===== src/rtl/busTermPkg.sv =====
package busTermPkg;

  typedef enum logic [2:0] {
    ST_IDLE  = 3'd0,
    ST_START = 3'd1,
    ST_WAIT  = 3'd2,
    ST_NEXT  = 3'd3,
    ST_END   = 3'd4
  } termState_t;

  typedef struct packed {
    logic accept;
    logic xferBegin;
    logic tick;
    logic ackTake;
    logic setErr;
  } dpStrobe_t;

endpackage


===== src/rtl/busTermDatapath.sv =====
module busTermDatapath
  import busTermPkg::*;
#(
  parameter int CNT_W = 3,
  parameter int WS_W = 4,
  parameter int MON_W = 6,
  parameter bit HAS_MONITOR = 1'b1
) (
  input  logic             clk,
  input  logic             rstN,
  input  dpStrobe_t        strobe,
  input  logic [CNT_W-1:0] reqCount,
  input  logic [WS_W-1:0]  waitStates,
  input  logic             autoAckEn,
  input  logic             monEn,
  input  logic [MON_W-1:0] monTimeout,
  output logic             autoHit,
  output logic             monHit,
  output logic             lastXfer,
  output logic             errFlag,
  output logic [CNT_W:0]   doneCount
);

  localparam int XFER_W = CNT_W + 1;

  logic [CNT_W-1:0]  cntLat;
  logic [WS_W-1:0]   wsLat;
  logic              autoLat;
  logic [WS_W-1:0]   waitCnt;
  logic [XFER_W-1:0] xferCnt;
  logic              errLat;

  // Configuration is frozen when the access is taken
  always_ff @(posedge clk or negedge rstN) begin
    if (!rstN) begin
      cntLat  <= '0;
      wsLat   <= '0;
      autoLat <= 1'b0;
    end else if (strobe.accept) begin
      cntLat  <= reqCount;
      wsLat   <= waitStates;
      autoLat <= autoAckEn;
    end
  end

  // Wait-state counter, restarted in each start phase
  always_ff @(posedge clk or negedge rstN) begin
    if (!rstN) begin
      waitCnt <= '0;
    end else if (strobe.xferBegin) begin
      waitCnt <= '0;
    end else if (strobe.tick) begin
      waitCnt <= waitCnt + 1'b1;
    end
  end

  assign autoHit = autoLat && (waitCnt == wsLat);

  // Completed-transfer counter
  always_ff @(posedge clk or negedge rstN) begin
    if (!rstN) begin
      xferCnt <= '0;
    end else if (strobe.accept) begin
      xferCnt <= '0;
    end else if (strobe.ackTake) begin
      xferCnt <= xferCnt + 1'b1;
    end
  end

  assign lastXfer  = (xferCnt == {1'b0, cntLat});
  assign doneCount = xferCnt;

  // Abort flag
  always_ff @(posedge clk or negedge rstN) begin
    if (!rstN) begin
      errLat <= 1'b0;
    end else if (strobe.accept) begin
      errLat <= 1'b0;
    end else if (strobe.setErr) begin
      errLat <= 1'b1;
    end
  end

  assign errFlag = errLat;

  // Bus monitor: optional, selected by parameter
  generate
    if (HAS_MONITOR) begin : g_monitor
      logic [MON_W-1:0] monCnt;
      logic [MON_W-1:0] monToLat;
      logic             monEnLat;

      always_ff @(posedge clk or negedge rstN) begin
        if (!rstN) begin
          monToLat <= '0;
          monEnLat <= 1'b0;
        end else if (strobe.accept) begin
          monToLat <= monTimeout;
          monEnLat <= monEn;
        end
      end

      always_ff @(posedge clk or negedge rstN) begin
        if (!rstN) begin
          monCnt <= '0;
        end else if (strobe.xferBegin) begin
          monCnt <= '0;
        end else if (strobe.tick && (monCnt != monToLat)) begin
          monCnt <= monCnt + 1'b1;
        end
      end

      assign monHit = monEnLat && (monCnt == monToLat);
    end else begin : g_noMonitor
      logic unusedMon;
      assign unusedMon = monEn ^ (^monTimeout);
      assign monHit    = 1'b0;
    end
  endgenerate

endmodule


===== src/rtl/busTermCtrl.sv =====
module busTermCtrl
  import busTermPkg::*;
(
  input  logic      clk,
  input  logic      rstN,
  input  logic      reqValid,
  input  logic      extAck,
  input  logic      extErr,
  input  logic      autoHit,
  input  logic      monHit,
  input  logic      lastXfer,
  output dpStrobe_t strobe,
  output logic      xferStart,
  output logic      xferAck,
  output logic      accDone,
  output logic      busy
);

  termState_t state, stateNext;
  logic ackNow;
  logic errNow;

  always_ff @(posedge clk or negedge rstN) begin
    if (!rstN) begin
      state <= ST_IDLE;
    end else begin
      state <= stateNext;
    end
  end

  // Termination sources and their priority
  assign ackNow = extAck || autoHit;
  assign errNow = extErr || (monHit && !ackNow);

  always_comb begin
    stateNext = state;
    strobe    = '0;
    unique case (state)
      ST_IDLE: begin
        if (reqValid) begin
          strobe.accept = 1'b1;
          stateNext     = ST_START;
        end
      end
      ST_START: begin
        strobe.xferBegin = 1'b1;
        stateNext        = ST_WAIT;
      end
      ST_WAIT: begin
        strobe.tick = 1'b1;
        if (errNow) begin
          strobe.setErr = 1'b1;
          stateNext     = ST_END;
        end else if (ackNow) begin
          strobe.ackTake = 1'b1;
          stateNext      = lastXfer ? ST_END : ST_NEXT;
        end
      end
      ST_NEXT: begin
        stateNext = ST_START;
      end
      ST_END: begin
        stateNext = ST_IDLE;
      end
      default: begin
        stateNext = ST_IDLE;
      end
    endcase
  end

  assign xferStart = (state == ST_START);
  assign xferAck   = strobe.ackTake;
  assign accDone   = (state == ST_END);
  assign busy      = (state != ST_IDLE);

endmodule


===== src/rtl/busTermCtl.sv =====
module busTermCtl
  import busTermPkg::*;
#(
  parameter int CNT_W = 3,
  parameter int WS_W = 4,
  parameter int MON_W = 6,
  parameter bit HAS_MONITOR = 1'b1
) (
  input  logic             clk,
  input  logic             rstN,
  input  logic             reqValid,
  input  logic [CNT_W-1:0] reqCount,
  input  logic [WS_W-1:0]  waitStates,
  input  logic             autoAckEn,
  input  logic             monEn,
  input  logic [MON_W-1:0] monTimeout,
  input  logic             extAck,
  input  logic             extErr,
  output logic             busy,
  output logic             xferStart,
  output logic             xferAck,
  output logic             accDone,
  output logic             accErr,
  output logic [CNT_W:0]   doneCount
);

  dpStrobe_t strobe;
  logic autoHit;
  logic monHit;
  logic lastXfer;
  logic errFlag;

  busTermCtrl i_ctrl (
    .clk       (clk),
    .rstN      (rstN),
    .reqValid  (reqValid),
    .extAck    (extAck),
    .extErr    (extErr),
    .autoHit   (autoHit),
    .monHit    (monHit),
    .lastXfer  (lastXfer),
    .strobe    (strobe),
    .xferStart (xferStart),
    .xferAck   (xferAck),
    .accDone   (accDone),
    .busy      (busy)
  );

  busTermDatapath #(
    .CNT_W       (CNT_W),
    .WS_W        (WS_W),
    .MON_W       (MON_W),
    .HAS_MONITOR (HAS_MONITOR)
  ) i_datapath (
    .clk        (clk),
    .rstN       (rstN),
    .strobe     (strobe),
    .reqCount   (reqCount),
    .waitStates (waitStates),
    .autoAckEn  (autoAckEn),
    .monEn      (monEn),
    .monTimeout (monTimeout),
    .autoHit    (autoHit),
    .monHit     (monHit),
    .lastXfer   (lastXfer),
    .errFlag    (errFlag),
    .doneCount  (doneCount)
  );

  assign accErr = accDone && errFlag;

endmodule


===== config.mk =====
export PLATFORM = sky130hd
export DESIGN_NAME = busTermCtl
export DESIGN_NICKNAME = d
export VERILOG_FILES = /design/src/rtl/busTermPkg.sv /design/src/rtl/busTermDatapath.sv /design/src/rtl/busTermCtrl.sv /design/src/rtl/busTermCtl.sv
export SDC_FILE = /design/constraint.sdc
export NUM_CORES = 1
export LEC_CHECK = 0
export BUFFER_PORTS_ARGS = -buffer_cell sky130_fd_sc_hd__buf_2
export CORE_MARGIN = 1
export CORE_UTILIZATION = 42
export DETAILED_ROUTE_END_ITERATION = 10
export GPL_ROUTABILITY_DRIVEN = 0
export GPL_TIMING_DRIVEN = 0
export PLACE_DENSITY = 0.63
export SLEW_MARGIN = 5
export SYNTH_ARGS = -nofsm -noshare
export SYNTH_HDL_FRONTEND = slang
export SYNTH_SLANG_ARGS = --single-unit

===== constraint.sdc =====
create_clock -name clk -period 1.43 [get_ports clk]
set_input_delay 0.286 -clock clk [delete_from_list [all_inputs] [get_ports clk]]
set_output_delay 0.286 -clock clk [all_outputs]
set_load 0.01 [all_outputs]

; Word-level counts from Yosys, hierarchy flattened
; Index checks and enable logic that the tools add are counted.
; W data, S select, Z words.
[totals]
regBits = 33
inputBits = 20
output_inout_bits = 9
word_cells = 58
[classes]
n_addsub = 3
eq_ne = 10
muxes = 20
reduce_logical = 15
[op_table]
columns = cell, count
row1 = $mux W4, 4
row2 = $mux W3, 5
row3 = $mux W6, 2
row4 = $pmux W3 S4, 1
row5 = $add A4 B1 Y4 const B, 2
row6 = $mux W1, 8
row7 = $reduce_bool A2 Y1, 4
row8 = $add A6 B1 Y6 const B, 1
row9 = $eq A3 B2 Y1 const B, 2
row10 = $eq A6 B6 Y1, 1
row11 = $ne A6 B6 Y1, 1
row12 = $logic_and A1 B1 Y1, 5
row13 = $eq A4 B3 Y1, 1
row14 = $eq A4 B4 Y1, 1
row15 = $eq A3 B1 Y1 const B, 1
row16 = $eq A3 B3 Y1 const B, 1
row17 = $logic_not A3 Y1, 1
row18 = $ne A3 B1 Y1 const B, 1
row19 = $reduce_bool A3 Y1, 1
row20 = $logic_or A1 B1 Y1, 2
row21 = $ne A2 B2 Y1 const B, 1
row22 = $reduce_and A2 Y1, 1
row23 = $logic_not A1 Y1, 1

; Logic depth before layout (Yosys ltp)
[logic_depth]
depth_word = 11
ltp_mapped = 6
mapped_depth_nobuf = 5

; Hierarchy
; From an unflattened synthesis, not the netlist that was laid out.
[hier_totals]
hier_cells = 140
hier_area_um2 = 1610.3
[modules_own_cells]
columns = mod, n_inst, cells_each, area_each_um2, seq_area_each_um2
row1 = busTermDatapath, 1, 115, 1408.9, 750.7
row2 = busTermCtrl, 1, 24, 195.2, 75.1
row3 = busTermCtl, 1, 1, 6.3, 0.0

; Worst setup path after synthesis
; No wires, ideal clock.
[synth_timing]
path_kind = reg-to-reg
from = reg i_ctrl.state[2]
to = reg i_datapath.xferCnt[2] (netlist: i_datapath.doneCount[2])
setup_time_ns = 0.131
t_arrival_ns = 1.327
required_ns = 1.299
path_slack_ns = -0.028
stages_incl_launch_ff = 6
path_buffers = 0
synth_period_minus_slack_ns = 1.458
cell_sequence = dfrtp_1 -> nor4b_2 -> nand3_1 -> o21ai_4 -> nand2_1 -> mux2i_1
[synth_between]
elab_chain_cells = 3
word_cells_on_any_way = 6
cone_classes = eq/ne (1) / mux (3) / reduce/logical (2)
[synth_rtl]
columns = item, line
row1 = start: declaration, busTermCtrl.sv:19  ; termState_t state, stateNext;
row2 = start signal: assignment, busTermCtrl.sv:27  ; state <= stateNext;
row3 = $eq A3 B2 Y1, busTermCtrl.sv:38  ; unique case (state)
row4 = $mux W3, busTermCtrl.sv:38
row5 = named net xferAck, busTermCtl.sv:21  ; output logic xferAck,
row6 = $reduce_bool A2 Y1 (no line), n/a
row7 = end signal: assignment, busTermDatapath.sv:66  ; xferCnt <= xferCnt + 1'b1;
row8 = end: declaration, busTermDatapath.sv:30  ; logic [XFER_W-1:0] xferCnt;
; The timed path passes the listed nets, and every way through them passes these cells.
; A chain may end at the register's enable or synchronous reset.

; Final worst setup path
[layout_timing]
from = reg i_ctrl.state[2]
to = out xferAck
[layout_between]
elab_chain_cells = 2
[layout_rtl]
columns = item, line
row1 = $eq A3 B2 Y1, busTermCtrl.sv:38
row2 = $mux W3, busTermCtrl.sv:38
row3 = end: declaration, busTermCtl.sv:21
; Every way passes these cells.

==> results.txt <==
#FFs+latches synth -> 33
synth unique cells -> 34
Slew @ Worst Pin -> 0.7344 ns
Setup TNS -> -2.626 ns
die width -> 64.88 um
worst vdd ir -> 0.0007835 V
first-pass GRT wire length -> 5830 um
layout cells sized above 1 -> 0.4581
Pwr Total -> 4242 uW
complex-gate fraction of the synthesized area -> 0.1409
I/O Buffers -> 28
post-route ant nets -> 0
Yosys top cell area share -> 0.4974
GRT Residual Overflow -> 0
area of the core -> 0.003716 mm^2
drt pass-1 iters -> 4
initial antenna violation count -> 0
post-synth top area cell -> dfrtp_1
Final period util -> 1.207
Crit path arrival time -> 1.44 ns
Crit Path Max Fanout -> 6
Hold Fails Final Rpt -> 0
XOR/XNOR Fraction of Synth Area -> 0.06858
max-slew violations -> 0
skew final -> 0.001686 ns
FF+latch area -> 832.0 um^2
mux contribution to synthesized area -> 0.1198
via/cell ratio -> 5.243
largest family of logic cells by synthesized area -> compound AO/OA/AOI/OAI gates
RSZ-0062 raised after global routing -> yes
HP Class -> in2async
vias in the first global route -> 1254
CTS tree -> done
Die ar. -> 0.004209 mm^2
Tmin final -> 1.726 ns
max_slew headroom -> 0.5104
sequential fraction of the synthesis area -> 0.4974
Layout area overhead -> 32.10%
critical path required time -> 1.14 ns
Post-Synth Simple-Gate Area -> 0.1191
Synth Instances -> 154
syn nets -> 177
Root Driver -> clkbuf_8
H-tree levels -> 2
die height -> 64.88 um
area of the multi-input gates -> 890.9 um^2
crit end category -> output pin
Post-synth ARST share -> 1.000
First DRT Iteration DRCs -> 71
status -> finished, violations left
largest cells by area after synthesis -> dfrtp_1 (50%), mux2_2 (10%), xnor2_1 (6.9%), o21ai_0 (3.6%), nand2_1 (2.5%)
num ports -> 29
WL/cell -> 14.41 um
Ant. Diodes -> 0
failing checks -> negative setup slack
Max-Cap Viols -> 0
TritonCTS Buffers -> 5
GRT Total Usage -> 0.1883
DR vias -> 1316
HPWL Detailed -> 2392 um
WHS -> 0.06362 ns
final setup vio count -> 31
PwrDens -> 1934 mW/mm^2
Final nets -> 225
Ys Warns -> 0
initial core utilization -> 0.4468
FMAX -> 0.5793 GHz
Synth Flop Type -> dfrtp_1
largest net degree at the start of global routing -> 34
clk slew on worst S/H paths -> 0.06 ns
synthesized area -> 0.001660 mm^2
crit start category -> register
clock latency on the worst-skew pair -> 0.28 ns
syn_area_per_cell -> 10.78 um^2
Core Rows -> 22
clock sink count -> 33
total DRC errors in the routed layout -> 0
wirelength, routed -> 3618 um
Crit Path Class -> reg2out
worst setup margin -> -0.2961 ns
post-layout util -> 0.5902
Pleak -> 0.0009687 uW
post-synthesis adder-cell area fraction -> 0.02261
Longest Clk Path Bufs -> 2
number of flops mapped to enable cells by yosys -> 0
Filler cells -> 314
pre-CTS setup slack -> -0.1990 ns
## layer usage
| metal | track usage | share of wire |
|---|---|---|
| met3 | 0.03873 | 0.041 |
| met4 | 0.09167 | 0.016 |
| met2 | 0.3177 | 0.52 |
| met5 | 0 | 0 |
| met1 | 0.2265 | 0.42 |
## through the flow
step,instance area [um^2],cells
after floorplan,1669,154
after global routing,2193,251
final,2193,251
after detailed placement,1869,230
after global placement,1869,230
after CTS,2079,245
## layout make-up
class	count	area share
multi-input combinational	108	0.4062
buffer	5	0.02111
inverter	7	0.01312
timing repair buffer	42	0.1164
tap	48	0.02738
sequential	33	0.3794
clock buffer	8	0.03651
## where the power goes
part	switching (uW)	leakage, uW	internal (uW)
Combinational	889	0.000518	1050
Sequential	350	0.000412	1290
Clock	315	0.0000395	345
## final timing paths
path	startpoint	to	slack (ns)	depth (start not counted)
setup / recovery	i_ctrl.state[2]	xferAck	-0.30	4
hold / removal	rstN	i_datapath.g_monitor.monToLat[3]	0.06	1
hold reg to reg	i_datapath.g_monitor.monCnt[5]	i_datapath.g_monitor.monCnt[5]	0.50	1
min in group clk	monTimeout[5]	i_datapath.g_monitor.monToLat[5]	0.24	2
max in group asynchronous	rstN	i_datapath.g_monitor.monCnt[0]	0.85	1
setup reg to reg	i_ctrl.state[0]	i_datapath.g_monitor.monCnt[5]	-0.21	6
## kinds of logic (layout without fill, tap and decap cells)
family                   after synthesis  after routing
AO/OA/AOI/OAI                         36             36
XOR/XNOR                              13             13
adder cells (fa/ha/maj)                3              3
buffers and inverters                 13             62
flip-flops                            33             33
multiplexers                          18             18
AND/OR/NAND/NOR                       38             38
## what timing repair did
item	CTS	global route
hold buffers	0	0
pin swaps	9	9
endpoints found under the hold margin	0	0
buffers inserted	9	7
endpoints found under the setup margin	33	36
gates resized for setup	21	20
## cell usage in the layout (no fill, tap or decap), drive strengths merged, types with 7 or more instances in the layout
master / count
xnor2: 13
dfrtp: 33
o21ai: 15
nand2: 11
inv: 7
buf: 45
mux2: 15
nand3: 8
a21oi: 7
clkbuf: 10
## worst max-delay path: stages, from the launching register on
cell and delay, ns:
dfrtp_2 0.47, nor4b_4 0.26, nand3_2 0.13, o21ai_4 0.16
buf_2 0.15
## Yosys cell counts, types with 6 or more instances
master    n
dfrtp_1  33
mux2_2   15
xnor2_1  13
o21ai_0  12
nand2_1  11
nand3_1   8
a21oi_1   7
inv_1     7
nor2_1    6
## sequential cells by signal (all words and copies together), names as in the netlist, 3 cells and up
register,flops
i_datapath.g_monitor.monCnt,6
i_datapath.waitCnt,4
i_datapath.doneCount,4
i_datapath.wsLat,4
i_datapath.g_monitor.monToLat,6
i_ctrl.state,3
i_datapath.cntLat,3
(Power assumes the default switching activity.)
